`src/rtl/irq_agg_pkg.sv`:
```
package irq_agg_pkg;

  parameter int NUM_SRC = 13;
  parameter int DATA_W  = 32;

  typedef logic [2:0] lvl_t;

  // Fixed placement of each request line in the status word.
  function automatic int src_bit(input int idx);
    case (idx)
      0:       return 7;
      1:       return 3;
      2:       return 2;
      3:       return 9;
      4:       return 10;
      5:       return 12;
      6:       return 5;
      7:       return 17;
      8:       return 28;
      9:       return 27;
      10:      return 26;
      11:      return 23;
      default: return 21;
    endcase
  endfunction

  // Priority group of each request line.
  function automatic lvl_t src_lvl(input int idx);
    if (idx <= 6)      return 3'd3;
    else if (idx == 7) return 3'd5;
    else               return 3'd6;
  endfunction

  // Status bits that belong to one priority group.
  function automatic logic [DATA_W-1:0] group_bits(input lvl_t lvl);
    logic [DATA_W-1:0] acc;
    acc = '0;
    for (int i = 0; i < NUM_SRC; i++) begin
      if (src_lvl(i) == lvl) acc[src_bit(i)] = 1'b1;
    end
    return acc;
  endfunction

endpackage

```
`src/rtl/irq_src_edge.sv`:
```
module irq_src_edge #(
  parameter int N = 13
) (
  input  logic         clk,
  input  logic         rst_n,
  input  logic [N-1:0] src_i,
  output logic [N-1:0] evt_o
);
  logic [N-1:0] src_q;
  logic [N-1:0] src_d;

  always_comb src_d = src_i;

  always_ff @(posedge clk or negedge rst_n) begin
    if (!rst_n) src_q <= '0;
    else        src_q <= src_d;
  end

  assign evt_o = src_i ^ src_q;
endmodule

```
`src/rtl/irq_status_regs.sv`:
```
module irq_status_regs
  import irq_agg_pkg::*;
#(
  parameter int          N          = NUM_SRC,
  parameter int          W          = DATA_W,
  parameter int          ADDR_W     = 16,
  parameter logic [15:0] STATUS_OFS = 16'h7000,
  parameter logic [15:0] MASK_OFS   = 16'h7800
) (
  input  logic              clk,
  input  logic              rst_n,
  input  logic              wr_i,
  input  logic [ADDR_W-1:0] addr_i,
  input  logic [W-1:0]      wdata_i,
  input  logic [N-1:0]      evt_i,
  input  logic [N-1:0]      src_i,
  output logic [W-1:0]      status_o,
  output logic [W-1:0]      mask_o
);
  logic [W-1:0] status_q, status_d;
  logic [W-1:0] mask_q, mask_d;
  logic         hit_status, hit_mask;
  logic         status_en, mask_en;

  assign hit_status = wr_i && (addr_i == ADDR_W'(STATUS_OFS));
  assign hit_mask   = wr_i && (addr_i == ADDR_W'(MASK_OFS));
  assign status_en  = hit_status || (|evt_i);
  assign mask_en    = hit_mask;

  always_comb begin
    status_d = hit_status ? wdata_i : status_q;
    // A line change overrides the written data for its own bit.
    for (int i = 0; i < N; i++) begin
      if (evt_i[i]) status_d[src_bit(i)] = src_i[i];
    end
    mask_d = wdata_i;
  end

  always_ff @(posedge clk or negedge rst_n) begin
    if (!rst_n)         status_q <= '0;
    else if (status_en) status_q <= status_d;
  end

  always_ff @(posedge clk or negedge rst_n) begin
    if (!rst_n)       mask_q <= '0;
    else if (mask_en) mask_q <= mask_d;
  end

  assign status_o = status_q;
  assign mask_o   = mask_q;
endmodule

```
`src/rtl/irq_level_enc.sv`:
```
module irq_level_enc
  import irq_agg_pkg::*;
#(
  parameter int W = DATA_W
) (
  input  logic         clk,
  input  logic         rst_n,
  input  logic [W-1:0] status_i,
  input  logic [W-1:0] mask_i,
  output lvl_t         level_o
);
  localparam logic [W-1:0] G3 = group_bits(3'd3);
  localparam logic [W-1:0] G5 = group_bits(3'd5);
  localparam logic [W-1:0] G6 = group_bits(3'd6);

  logic [W-1:0] pend;
  lvl_t         level_d, level_q;

  assign pend = status_i & mask_i;

  always_comb begin
    if      (|(pend & G6)) level_d = 3'd6;
    else if (|(pend & G5)) level_d = 3'd5;
    else if (|(pend & G3)) level_d = 3'd3;
    else                   level_d = 3'd0;
  end

  always_ff @(posedge clk or negedge rst_n) begin
    if (!rst_n) level_q <= 3'd0;
    else        level_q <= level_d;
  end

  assign level_o = level_q;
endmodule

```
`src/rtl/irq_level_ctrl.sv`:
```
module irq_level_ctrl
  import irq_agg_pkg::*;
#(
  parameter int          ADDR_W     = 16,
  parameter logic [15:0] STATUS_OFS = 16'h7000,
  parameter logic [15:0] MASK_OFS   = 16'h7800
) (
  input  logic               clk,
  input  logic               rst_n,
  input  logic [NUM_SRC-1:0] src_i,
  input  logic               bus_wr_i,
  input  logic [ADDR_W-1:0]  bus_addr_i,
  input  logic [DATA_W-1:0]  bus_wdata_i,
  output logic [DATA_W-1:0]  bus_rdata_o,
  output logic [2:0]         cpu_level_o
);
  logic [NUM_SRC-1:0] evt;
  logic [DATA_W-1:0]  status_q;
  logic [DATA_W-1:0]  mask_q;
  lvl_t               level;

  irq_src_edge #(.N(NUM_SRC)) u_edge (
    .clk   (clk),
    .rst_n (rst_n),
    .src_i (src_i),
    .evt_o (evt)
  );

  irq_status_regs #(
    .N(NUM_SRC), .W(DATA_W), .ADDR_W(ADDR_W),
    .STATUS_OFS(STATUS_OFS), .MASK_OFS(MASK_OFS)
  ) u_regs (
    .clk      (clk),
    .rst_n    (rst_n),
    .wr_i     (bus_wr_i),
    .addr_i   (bus_addr_i),
    .wdata_i  (bus_wdata_i),
    .evt_i    (evt),
    .src_i    (src_i),
    .status_o (status_q),
    .mask_o   (mask_q)
  );

  irq_level_enc #(.W(DATA_W)) u_enc (
    .clk      (clk),
    .rst_n    (rst_n),
    .status_i (status_q),
    .mask_i   (mask_q),
    .level_o  (level)
  );

  always_comb begin
    if (bus_addr_i == ADDR_W'(STATUS_OFS))    bus_rdata_o = status_q;
    else if (bus_addr_i == ADDR_W'(MASK_OFS)) bus_rdata_o = mask_q;
    else                                      bus_rdata_o = '0;
  end

  assign cpu_level_o = level;
endmodule

```
`config.mk`:
```
export PLATFORM = sky130hd
export DESIGN_NAME = irq_level_ctrl
export DESIGN_NICKNAME = d
export VERILOG_FILES = /design/src/rtl/irq_agg_pkg.sv /design/src/rtl/irq_src_edge.sv /design/src/rtl/irq_status_regs.sv /design/src/rtl/irq_level_enc.sv /design/src/rtl/irq_level_ctrl.sv
export SDC_FILE = /design/constraint.sdc
export NUM_CORES = 1
export LEC_CHECK = 0
export BUFFER_PORTS_ARGS = -buffer_cell sky130_fd_sc_hd__buf_4
export CAP_MARGIN = 20
export CORE_MARGIN = 10
export CORE_UTILIZATION = 50
export CTS_BUF_LIST = sky130_fd_sc_hd__clkbuf_4 sky130_fd_sc_hd__clkbuf_8
export CTS_CLUSTER_DIAMETER = 80
export CTS_CLUSTER_SIZE = 12
export DETAILED_ROUTE_END_ITERATION = 6
export GPL_TIMING_DRIVEN = 0
export PLACE_DENSITY_LB_ADDON = 0.25
export RECOVER_POWER = 25
export SYNTH_ARGS = -nofsm -noshare
export SYNTH_HDL_FRONTEND = slang
export SYNTH_HIERARCHICAL = 1
export SYNTH_SLANG_ARGS = --single-unit
```
`constraint.sdc`:
```
create_clock -name clk -period 1.7 [get_ports clk]
set_input_delay 0.255 -clock clk [delete_from_list [all_inputs] [get_ports clk]]
set_output_delay 0.255 -clock clk [all_outputs]
set_load 0.02 [all_outputs]
```
==> flow_metrics.env, run 1 <==
export IMPL_hold_worst_slack_ns=0.05518
export IMPL_first_iter_violations=96
export IMPL_fmax_mhz=605.7
export IMPL_crit_buf_inv=4
export IMPL_diodes=0
export IMPL_synth_distinct_cells=33
export IMPL_synth_compound_gate_area_share_pct=7.343
export IMPL_gp_congestion=0.7812
export IMPL_endpoint_kind="primary output"
export IMPL_cts_tree="yes"
export IMPL_port_buffers=98
export IMPL_layout_common_cells="80 x dfrtp_1, 55 x buf_4, 34 x buf_6"
export IMPL_cp_top_family="buffers and inverters"
export IMPL_via_count=2887
export IMPL_p_leak_nw=2.636
export IMPL_tns_ns=0
export IMPL_p_per_area_nw_per_um2=718.3
export IMPL_drt_total_wl_microns=10160
export IMPL_criticalPathCategory="in2out"
export IMPL_period_needed_ns=1.651
export IMPL_reg2reg_depth=3
export IMPL_synth_ff_type="dfrtp_1"
export IMPL_reg2reg_slack_ns=0.38
export IMPL_synthSimpleGateAreaFrac_pct=11.01
export IMPL_peakVddDrop_v=0.0005141
export IMPL_clk_pin_slew_ns=0.08
export IMPL_start_kind="input pin"
export IMPL_core_area_sq_um=7767
export IMPL_worstMarginPinSlew_ns=0.6703
export IMPL_dieArea_sq_um=12030
export IMPL_status="completed"
export IMPL_setup_viol=0
export IMPL_p_int_w=0.003035
export IMPL_wire_per_inst_microns=19.06
export IMPL_multi_input_area_sq_um=2067
export IMPL_slew_headroom_pct=55.32
export IMPL_cpPeakStageDelay_ns=0.30
export IMPL_antenna_left=0
export IMPL_syn_instance_count=309
export IMPL_numCtsBuffers=9
export IMPL_synth_fp_nets=373
export IMPL_holdPathStages=1
export IMPL_initial_core_util_pct=51.77
export IMPL_synth_area_leaders="dfrtp_1 50%, mux2_4 11%, mux2i_1 8.0%, mux2_2 5.9%, nor2_1 3.0%"
export IMPL_power_share_clock_pct=39.5
export IMPL_synth_fa_ha_area_share_pct=0
export IMPL_syn_mean_instance_area_sq_um=13.01
export IMPL_worst_slack_ns=0.04905
export IMPL_critical_path_startpoint="bus_addr_i[0]"
export IMPL_hpwl_microns=7114
export IMPL_grt_pass1_vias=3070
export IMPL_post_place_cells=509
export IMPL_skew_ns=0.004489
export IMPL_htreeDepth=3
export IMPL_cp_data_arrival_time_ns=1.40
export IMPL_die_y_microns=109.7
export IMPL_synth_xor_area_share_pct=2.831
export IMPL_drv_cap=0
export IMPL_total_power_w=0.003987
export IMPL_synth_top_cell_area_share_pct=49.78
export IMPL_min_to="u_edge/src_q[10]"
export IMPL_path_max_fanout=8
export IMPL_r2r_start="u_regs/status_o[7]"
export IMPL_pin_count=99
export IMPL_switching_share_pct=23.89
export IMPL_instances_no_fill=533
export IMPL_viasPerCell=5.417
export IMPL_yosysSeqAreaShare_pct=49.78
export IMPL_antenna_found_initial=0
export IMPL_synth_seq_cells=80
export IMPL_critical_path_slowest_cell="nor4_4"
export IMPL_clkLatencyLatePin_ns=0.35
export IMPL_clockBufferDepth=2
export IMPL_power_share_sequential_pct=50.4
export IMPL_synth_edf_count=0
export IMPL_fin_crit_sh_pct=97.11
export IMPL_crit_chain="buf_4 -> nor4_4 -> nand4_4 -> buf_12 -> clkbuf_16 -> nor2_4 -> buf_6"
export IMPL_synth_top_area_cell="dfrtp_1"
export IMPL_hp_start="src_i[10]"
export IMPL_seqCellArea_sq_um=2002
export IMPL_grt_max_degree=81
export IMPL_fin_nets=490
export IMPL_netlist_area_sq_um=4021
export IMPL_grt_ovfl_total=0
export IMPL_r2r_end="u_enc/level_o[1]"
export IMPL_worst_ep_required_time_ns=1.44
export IMPL_hold_path_class="in2reg"
export IMPL_drive_above_1_share_pct=49.42
export IMPL_fp_dieW_microns=109.7
export IMPL_fp_row_count=32
export IMPL_firstDrtPassIters=4
export IMPL_hold_violations=0
export IMPL_grt_usage_pct=16.60
export IMPL_clock_sinks=80
export IMPL_root_buffer="clkbuf_8"
export IMPL_synth_mux_area_share_pct=25.05
export IMPL_num_fill_cells=566
export IMPL_synth_top_family_by_area="multiplexers"
export IMPL_async_reset_ff_share_pct=100.0
export IMPL_drc=0
export IMPL_mostFrequentLayoutCell="dfrtp_1"
export IMPL_pre_cts_ws_ns=-0.2890
export IMPL_area_delta_synth_final_pct=38.02
export IMPL_switchingPower_w=0.0009523
export IMPL_slew_viol_final=0
export IMPL_grt_pass1_wl_microns=15610
export IMPL_yosysWarnings=6
export IMPL_p_comb_share_pct=10.1
## cells in the mapped netlist, types with 3 or more instances
cell type  count
mux2i_1       32
buf_12         3
mux2_4        30
buf_6          4
nand2_1        5
nor2_1        32
o21ai_0       14
a41oi_1       13
dfrtp_1       80
a21oi_1       13
and3_1         3
buf_2          5
mux2_2        21
nor2b_1       13
xor2_1        13
clkbuf_1       4
## worst max path at each step
stage	end	slack (ns)	cells past startpoint
2_1_floorplan	u_regs/mask_o[10]	0.06	6
3_3_place_gp	u_regs/status_o[24]	-0.30	6
3_5_place_dp	u_regs/status_o[1]	-0.29	6
4_1_cts	bus_rdata_o[2]	-0.003	6
5_1_grt	bus_rdata_o[19]	-0.003	7
6_report	bus_rdata_o[7]	0.05	7
## area by class of cell
type / instances / share of cell area, %
Tap cell: 102 / 2.299
Inverter: 2 / 0.1353
Buffer: 17 / 3.359
Timing Repair Buffer: 106 / 16.84
Multi-Input combinational cell: 210 / 37.24
Clock inverter: 5 / 1.443
Clock buffer: 11 / 2.615
Sequential cell: 80 / 36.07
## registers in the layout (all words and copies together) (netlist names)
name and flops:
u_regs/mask_o 32, u_regs/status_o 32, u_edge/src_q 13, u_enc/level_o 3
## through the flow
| stage | cell area [sq um] | utilization (%) |
|---|---|---|
| 3_5_place_dp | 4885 | 62.89 |
| 2_1_floorplan | 4021 | - |
| 6_report | 5550 | 71.46 |
| 3_3_place_gp | 4885 | 62.89 |
| 5_1_grt | 5550 | 71.46 |
| 4_1_cts | 5125 | 65.98 |
## layer usage
layer  GRT usage [%]  up-vias  part of all wire, %
met1           19.58     1441                   41
met2           27.81       91                   50
met3           5.676        6                  7.6
met5               0        -                    0
met4           5.483        0                 0.94
li1                -     1349                    -
## timing repair
action                     4_1_cts  5_1_grt
hold buffers                     0        1
pin swaps                        1       19
gates cloned                     0        3
setup endpoints to repair        6       30
hold endpoints to repair         0        6
setup buffers                    2        1
gates resized for setup          0       98
## power by group through the flow
| stage | clock network [W] | registers, W | logic [W] |
|---|---|---|---|
| 6_report | 0.00158 | 0.00201 | 0.000402 |
| 5_1_grt | 0.00170 | 0.00202 | 0.000449 |
| 4_1_cts | 0.00161 | 0.00201 | 0.000396 |
| 3_5_place_dp | 0 | 0.00205 | 0.000395 |
| 3_3_place_gp | 0 | 0.00204 | 0.000382 |
| 2_1_floorplan | 0 | 0.00203 | 0.000172 |
## kinds of logic after synthesis
logic type                count (synthesis)
AOI/OAI and AO/OA                        45
xor gates and xnor gates                 13
buffers and inverters                    19
DFF                                      80
muxes                                    83
and+or+nand+nor                          69
(Power assumes the default switching activity.)
==> run 2: changes to the inputs <==
BUFFER_PORTS_ARGS = -buffer_cell sky130_fd_sc_hd__buf_2   (was -buffer_cell sky130_fd_sc_hd__buf_4)
CORE_ASPECT_RATIO = 2   (was default)
CTS_BUF_LIST = sky130_fd_sc_hd__clkbuf_8   (was sky130_fd_sc_hd__clkbuf_4 sky130_fd_sc_hd__clkbuf_8)
==> run 2 against run 1 <==
First-iteration DRC count decreased by 15%. Hold slack lost 0.0017 ns. Core utilization down 9.2 points. Total power shrank 3.4%. Critical path depth fell by 1. Non-clock buffer count is 6 lower. Die area up 1.8%. Setup slack lost 0.017 ns. Design area fell by 11%.
==> flow_metrics.env, run 2 (synthesis gave the netlist of run 1 again) <==
export IMPL_fp_dieW_microns=83.42
export IMPL_use_met1_pct=16.58
export IMPL_seqCellArea_sq_um=2002
export IMPL_hold_violations=0
export IMPL_root_buffer="clkbuf_8"
export IMPL_first_iter_violations=82
export IMPL_grt_pass1_vias=3172
export IMPL_fmax_mhz=599.4
export IMPL_clk_pin_slew_ns=0.07
export IMPL_port_buffers=98
export IMPL_p_leak_nw=2.504
export IMPL_area_delta_synth_final_pct=22.15
export IMPL_antenna_found_initial=0
export IMPL_diodes=0
export IMPL_rsz0062_at_grt="true"
export IMPL_slew_viol_final=0
export IMPL_drv_cap=0
export IMPL_fp_row_count=46
export IMPL_instances_no_fill=521
export IMPL_dieArea_sq_um=12250
export IMPL_reg2reg_slack_ns=0.44
export IMPL_hpwl_microns=7419
export IMPL_p_per_area_nw_per_um2=783.7
export IMPL_die_y_microns=146.8
export IMPL_drc=0
export IMPL_worstMarginPinSlew_ns=0.9964
export IMPL_grt_max_degree=66
export IMPL_grt_usage_pct=16.06
export IMPL_post_place_cells=504
export IMPL_drt_total_wl_microns=9774
export IMPL_slew_headroom_pct=33.57
export IMPL_firstDrtPassIters=4
export IMPL_multi_input_area_sq_um=1859
export IMPL_peakVddDrop_v=0.0005302
export IMPL_period_needed_ns=1.668
export IMPL_clock_sinks=80
export IMPL_total_power_w=0.003850
export IMPL_fin_crit_sh_pct=98.14
export IMPL_worst_slack_ns=0.03159
export IMPL_viasPerCell=5.455
export IMPL_status="completed"
export IMPL_num_fill_cells=620
export IMPL_layout_common_cells="80 x dfrtp_1, 72 x buf_2, 32 x mux2i_1, 32 x nor2_1, 30 x mux2_4"
export IMPL_grtUsageMet2_pct=29.15
export IMPL_antenna_left=0
export IMPL_core_area_sq_um=7885
export IMPL_clockBufferDepth=2
export IMPL_mostFrequentLayoutCell="dfrtp_1"
export IMPL_skew_ns=0.007387
export IMPL_setup_viol=0
export IMPL_endpoint_kind="primary output"
export IMPL_path_max_fanout=10
export IMPL_wire_per_inst_microns=18.76
export IMPL_top_usage_layer="met2"
export IMPL_initial_core_util_pct=51.00
export IMPL_drive_above_1_share_pct=41.18
export IMPL_gp_congestion=0.7980
export IMPL_start_kind="input pin"
export IMPL_grtUsageMet3_pct=5.094
export IMPL_pin_count=99
export IMPL_final_core_util_pct=62.30
export IMPL_hold_path_class="in2reg"
export IMPL_fin_nets=484
export IMPL_cts_tree="yes"
export IMPL_grt_pass1_wl_microns=15890
export IMPL_htreeDepth=3
export IMPL_pre_cts_ws_ns=-0.3155
export IMPL_via_count=2842
export IMPL_clkLatencyLatePin_ns=0.35
export IMPL_grt_ovfl_total=0
export IMPL_worst_ep_required_time_ns=1.44
export IMPL_cp_data_arrival_time_ns=1.41
export IMPL_numCtsBuffers=9
export IMPL_criticalPathCategory="in2out"
==> run 2: cell types whose count changed in the layout (fill, tap and decap cells not counted), sizes merged <==
cell      previous run  this run
clkinvlp             2         0
bufinv               2         1
clkbuf              35        31
inv                  2         3
==> run 2: worst paths after layout <==
kind | start | to | cells past startpoint
max in group asynchronous | rst_n | u_regs/status_o[25] | 3
min in group asynchronous | rst_n | u_edge/src_q[3] | 2
worst max-delay path | bus_addr_i[4] | bus_rdata_o[27] | 6
worst min register to register | u_regs/status_o[14] | u_regs/status_o[14] | 1
worst max register to register | u_regs/status_o[7] | u_enc/level_o[1] | 3
worst min-delay path | src_i[9] | u_edge/src_q[9] | 1
==> run 2: repair_timing <==
action                                 CTS  global route
hold buffers                             1             0
buffers inserted                         0             0
endpoints found under the hold margin   15             0
gates resized for setup                  0            17
setup endpoints to repair                0            23
==> run 2: report_power, final <==
part           internal [W]  switching, W
combinational      0.000158      0.000196
clock              0.000832      0.000657
sequential          0.00196     0.0000420
==> run 2: layer usage <==
layer  up-vias  share of wire (%)
met5         -                  0
met4         0                1.9
met3        15                4.6
met2        75                 54
met1      1414                 40
li1       1338                  -
==> run 2: critical path, stage by stage <==
cell     delay (ns)
buf_2          0.13
nor4_4         0.35
nand4_4        0.19
buf_6          0.19
nor2_1         0.13
buf_4          0.16
==> run 2: through the flow <==
| stage | instance area (sq um) | setup TNS [ns] | hold WS, ns |
|---|---|---|---|
| floorplan | 4021 | 0 | -0.04059 |
| global placement | 4632 | -21.61 | 0.4004 |
| detailed placement | 4662 | -9.483 | 0.1404 |
| CTS | 4890 | 0 | 0.01728 |
| global route | 4912 | -0.4218 | 0.02742 |
| finish | 4912 | 0 | 0.05352 |
==> run 2: layout make-up <==
type	instances	share of cell area (%)
clock inverters	3	0.7896
clock buffers	13	3.642
flip-flops and latches	80	40.75
inverters	2	0.1528
well taps	96	2.445
plain buffers	17	3.107
repair buffers	100	11.26
multi-input cells	210	37.85
==> run 3: changes to the inputs <==
--- a/config.mk
+++ b/config.mk
@@ -9,8 +9,6 @@
 export CAP_MARGIN = 20
 export CORE_ASPECT_RATIO = 2
-export CORE_MARGIN = 10
 export CORE_UTILIZATION = 50
 export CTS_BUF_LIST = sky130_fd_sc_hd__clkbuf_8
-export CTS_CLUSTER_DIAMETER = 80
 export CTS_CLUSTER_SIZE = 12
 export DETAILED_ROUTE_END_ITERATION = 6
==> constraint.sdc (replaced) <==
create_clock -name clk -period 1.7 [get_ports clk]
set_input_delay 0.425 -clock clk [delete_from_list [all_inputs] [get_ports clk]]
set_output_delay 0.425 -clock clk [all_outputs]
set_load 0.02 [all_outputs]
==> run 3 against run 2 <==
The flow now finishes with violations (negative setup slack). Non-clock buffer count increased by 16. Setup slack got worse by 0.37 ns. Sequential cell count unchanged. Sequential power about the same. Hold slack improved by 0.17 ns. Die area decreased by 31%. Clock power decreased by 21%. Combinational power increased by 12%. Sequential share of layout area decreased by 5.2 points. First-iteration DRC count increased by 130%. Critical path depth increased by 1. Critical path type unchanged. Critical endpoint is now bus_rdata_o[5]. Largest cell class is now multi-input gates.
==> flow_metrics.env, run 3 (synthesis gave the netlist of run 1 again) <==
export IMPL_htreeDepth=3
export IMPL_firstDrtPassIters=6
export IMPL_area_delta_synth_final_pct=40.01
export IMPL_layout_common_cells="80 x dfrtp_1, 50 x buf_2, 39 x mux2_4"
export IMPL_drive_above_1_share_pct=51.47
export IMPL_first_iter_violations=189
export IMPL_fin_crit_sh_pct=119.7
export IMPL_wire_per_inst_microns=18.29
export IMPL_peakVddDrop_v=0.0005923
export IMPL_clock_sinks=80
export IMPL_port_buffers=98
export IMPL_placed_area_sq_um=4798
export IMPL_cts_tree="yes"
export IMPL_antenna_found_initial=1
export IMPL_clkLatencyLatePin_ns=0.35
export IMPL_stdcell_area_sq_um=5630
export IMPL_hold_path_class="in2reg"
export IMPL_worstMarginPinSlew_ns=0.5595
export IMPL_gp_congestion=0.7810
export IMPL_setup_viol=32
export IMPL_mostFrequentLayoutCell="dfrtp_1"
export IMPL_fp_dieW_microns=65.42
export IMPL_drt_total_wl_microns=9803
export IMPL_dieArea_sq_um=8427
export IMPL_criticalPathCategory="in2out"
export IMPL_pin_count=99
export IMPL_fin_nets=500
export IMPL_path_max_fanout=8
export IMPL_grt_max_degree=62
export IMPL_initial_core_util_pct=52.13
export IMPL_drv_cap=0
export IMPL_clk_pin_slew_ns=0.08
export IMPL_skew_ns=0.008365
export IMPL_clockBufferDepth=2
export IMPL_holdPathStages=1
export IMPL_reg2reg_slack_ns=0.39
export IMPL_p_per_area_nw_per_um2=635.3
export IMPL_hpwl_microns=6726
export IMPL_slew_headroom_pct=62.70
export IMPL_start_kind="input pin"
export IMPL_antenna_left=0
export IMPL_status="finished, violations left"
export IMPL_hold_violations=0
export IMPL_drc=0
export IMPL_grt_ovfl_total=0
export IMPL_violations="negative setup slack"
export IMPL_via_count=2925
export IMPL_grt_usage_pct=24.91
export IMPL_numCtsBuffers=9
export IMPL_die_y_microns=128.8
export IMPL_period_needed_ns=2.035
export IMPL_fp_row_count=45
export IMPL_root_buffer="clkbuf_8"
export IMPL_fmax_mhz=491.3
export IMPL_core_area_sq_um=7714
export IMPL_cp_data_arrival_time_ns=1.61
export IMPL_worst_slack_ns=-0.3352
export IMPL_worst_ep_required_time_ns=1.27
export IMPL_rsz0062_at_grt="true"
export IMPL_final_core_util_pct=72.99
export IMPL_viasPerCell=5.457
export IMPL_p_leak_nw=2.692
export IMPL_grt_pass1_wl_microns=15430
export IMPL_slew_viol_final=0
export IMPL_endpoint_kind="primary output"
export IMPL_grt_pass1_vias=3137
export IMPL_reg2reg_depth=3
run 3: changes by cell type in the layout (fill, tap and decap cells not counted), sizes merged:
cell / previous run / this run
buf: 98 / 114
bufinv: 1 / 0
diode: 0 / 1
inv: 3 / 6
clkinv: 1 / 3
clkbuf: 31 / 27
run 3: area by class of cell:
type,count,area (sq um)
Multi-Input combinational cell,210,2171
Fill cell,525,2083
Sequential cell,80,2002
Timing Repair Buffer,117,992.2
Buffer,16,180.2
Clock buffer,9,123.9
Tap cell,94,117.6
Clock inverter,7,33.78
Inverter,2,7.507
Antenna cell,1,2.502
run 3: worst max-delay path: stages:
cell and delay, ns:
buf_8 0.10, nor4b_4 0.35, nand4_4 0.15, buf_12 0.19
buf_12 0.15, nor2_4 0.11, buf_6 0.13
run 3: what timing repair did:
item | CTS | global route
endpoints found under the hold margin | 19 | 0
setup buffers | 8 | 3
hold buffers | 1 | 0
gates cloned | 6 | 0
pin swaps | 34 | 9
gates resized for setup | 125 | 13
setup endpoints to repair | 65 | 84
run 3: per-stage QoR:
step                setup TNS [ns]  power, W  hold slack, ns  setup WS (ns)  cells
floorplan                   -4.642  0.002209          0.1294        -0.1009    309
detailed placement          -30.96  0.002415          0.3290        -0.4418    502
global placement            -58.28  0.002390          0.4882        -0.4225    501
finish                      -9.542  0.003577          0.2217        -0.3352    536
CTS                         -9.381  0.003600          0.1952        -0.2937    533
global route                -11.27  0.003734          0.2027        -0.3884    536
run 3: path summary, 6_finish.rpt:
check	start	end
setup reg to reg	u_regs/status_o[7]	u_enc/level_o[1]
max in group asynchronous	rst_n	u_regs/status_o[18]
hold reg to reg	u_regs/status_o[0]	u_regs/status_o[0]
setup / recovery	bus_addr_i[6]	bus_rdata_o[5]
min in group asynchronous	rst_n	u_regs/status_o[25]
hold / removal	src_i[6]	u_edge/src_q[6]
run 3: report_power, final:
part           internal [W]  switching, W  leakage, nW
Clock              0.000507      0.000663       0.0980
Sequential          0.00196     0.0000466         1.05
Combinational      0.000176      0.000222         1.54
Total               0.00265      0.000931         2.69
run 3: routing by layer:
layer  global-route usage (%)  routed length (microns)
met4                    16.11                      362
met2                    43.24                     5480
met3                    5.142                      376
met1                    26.60                     3583
met5                        0                        0
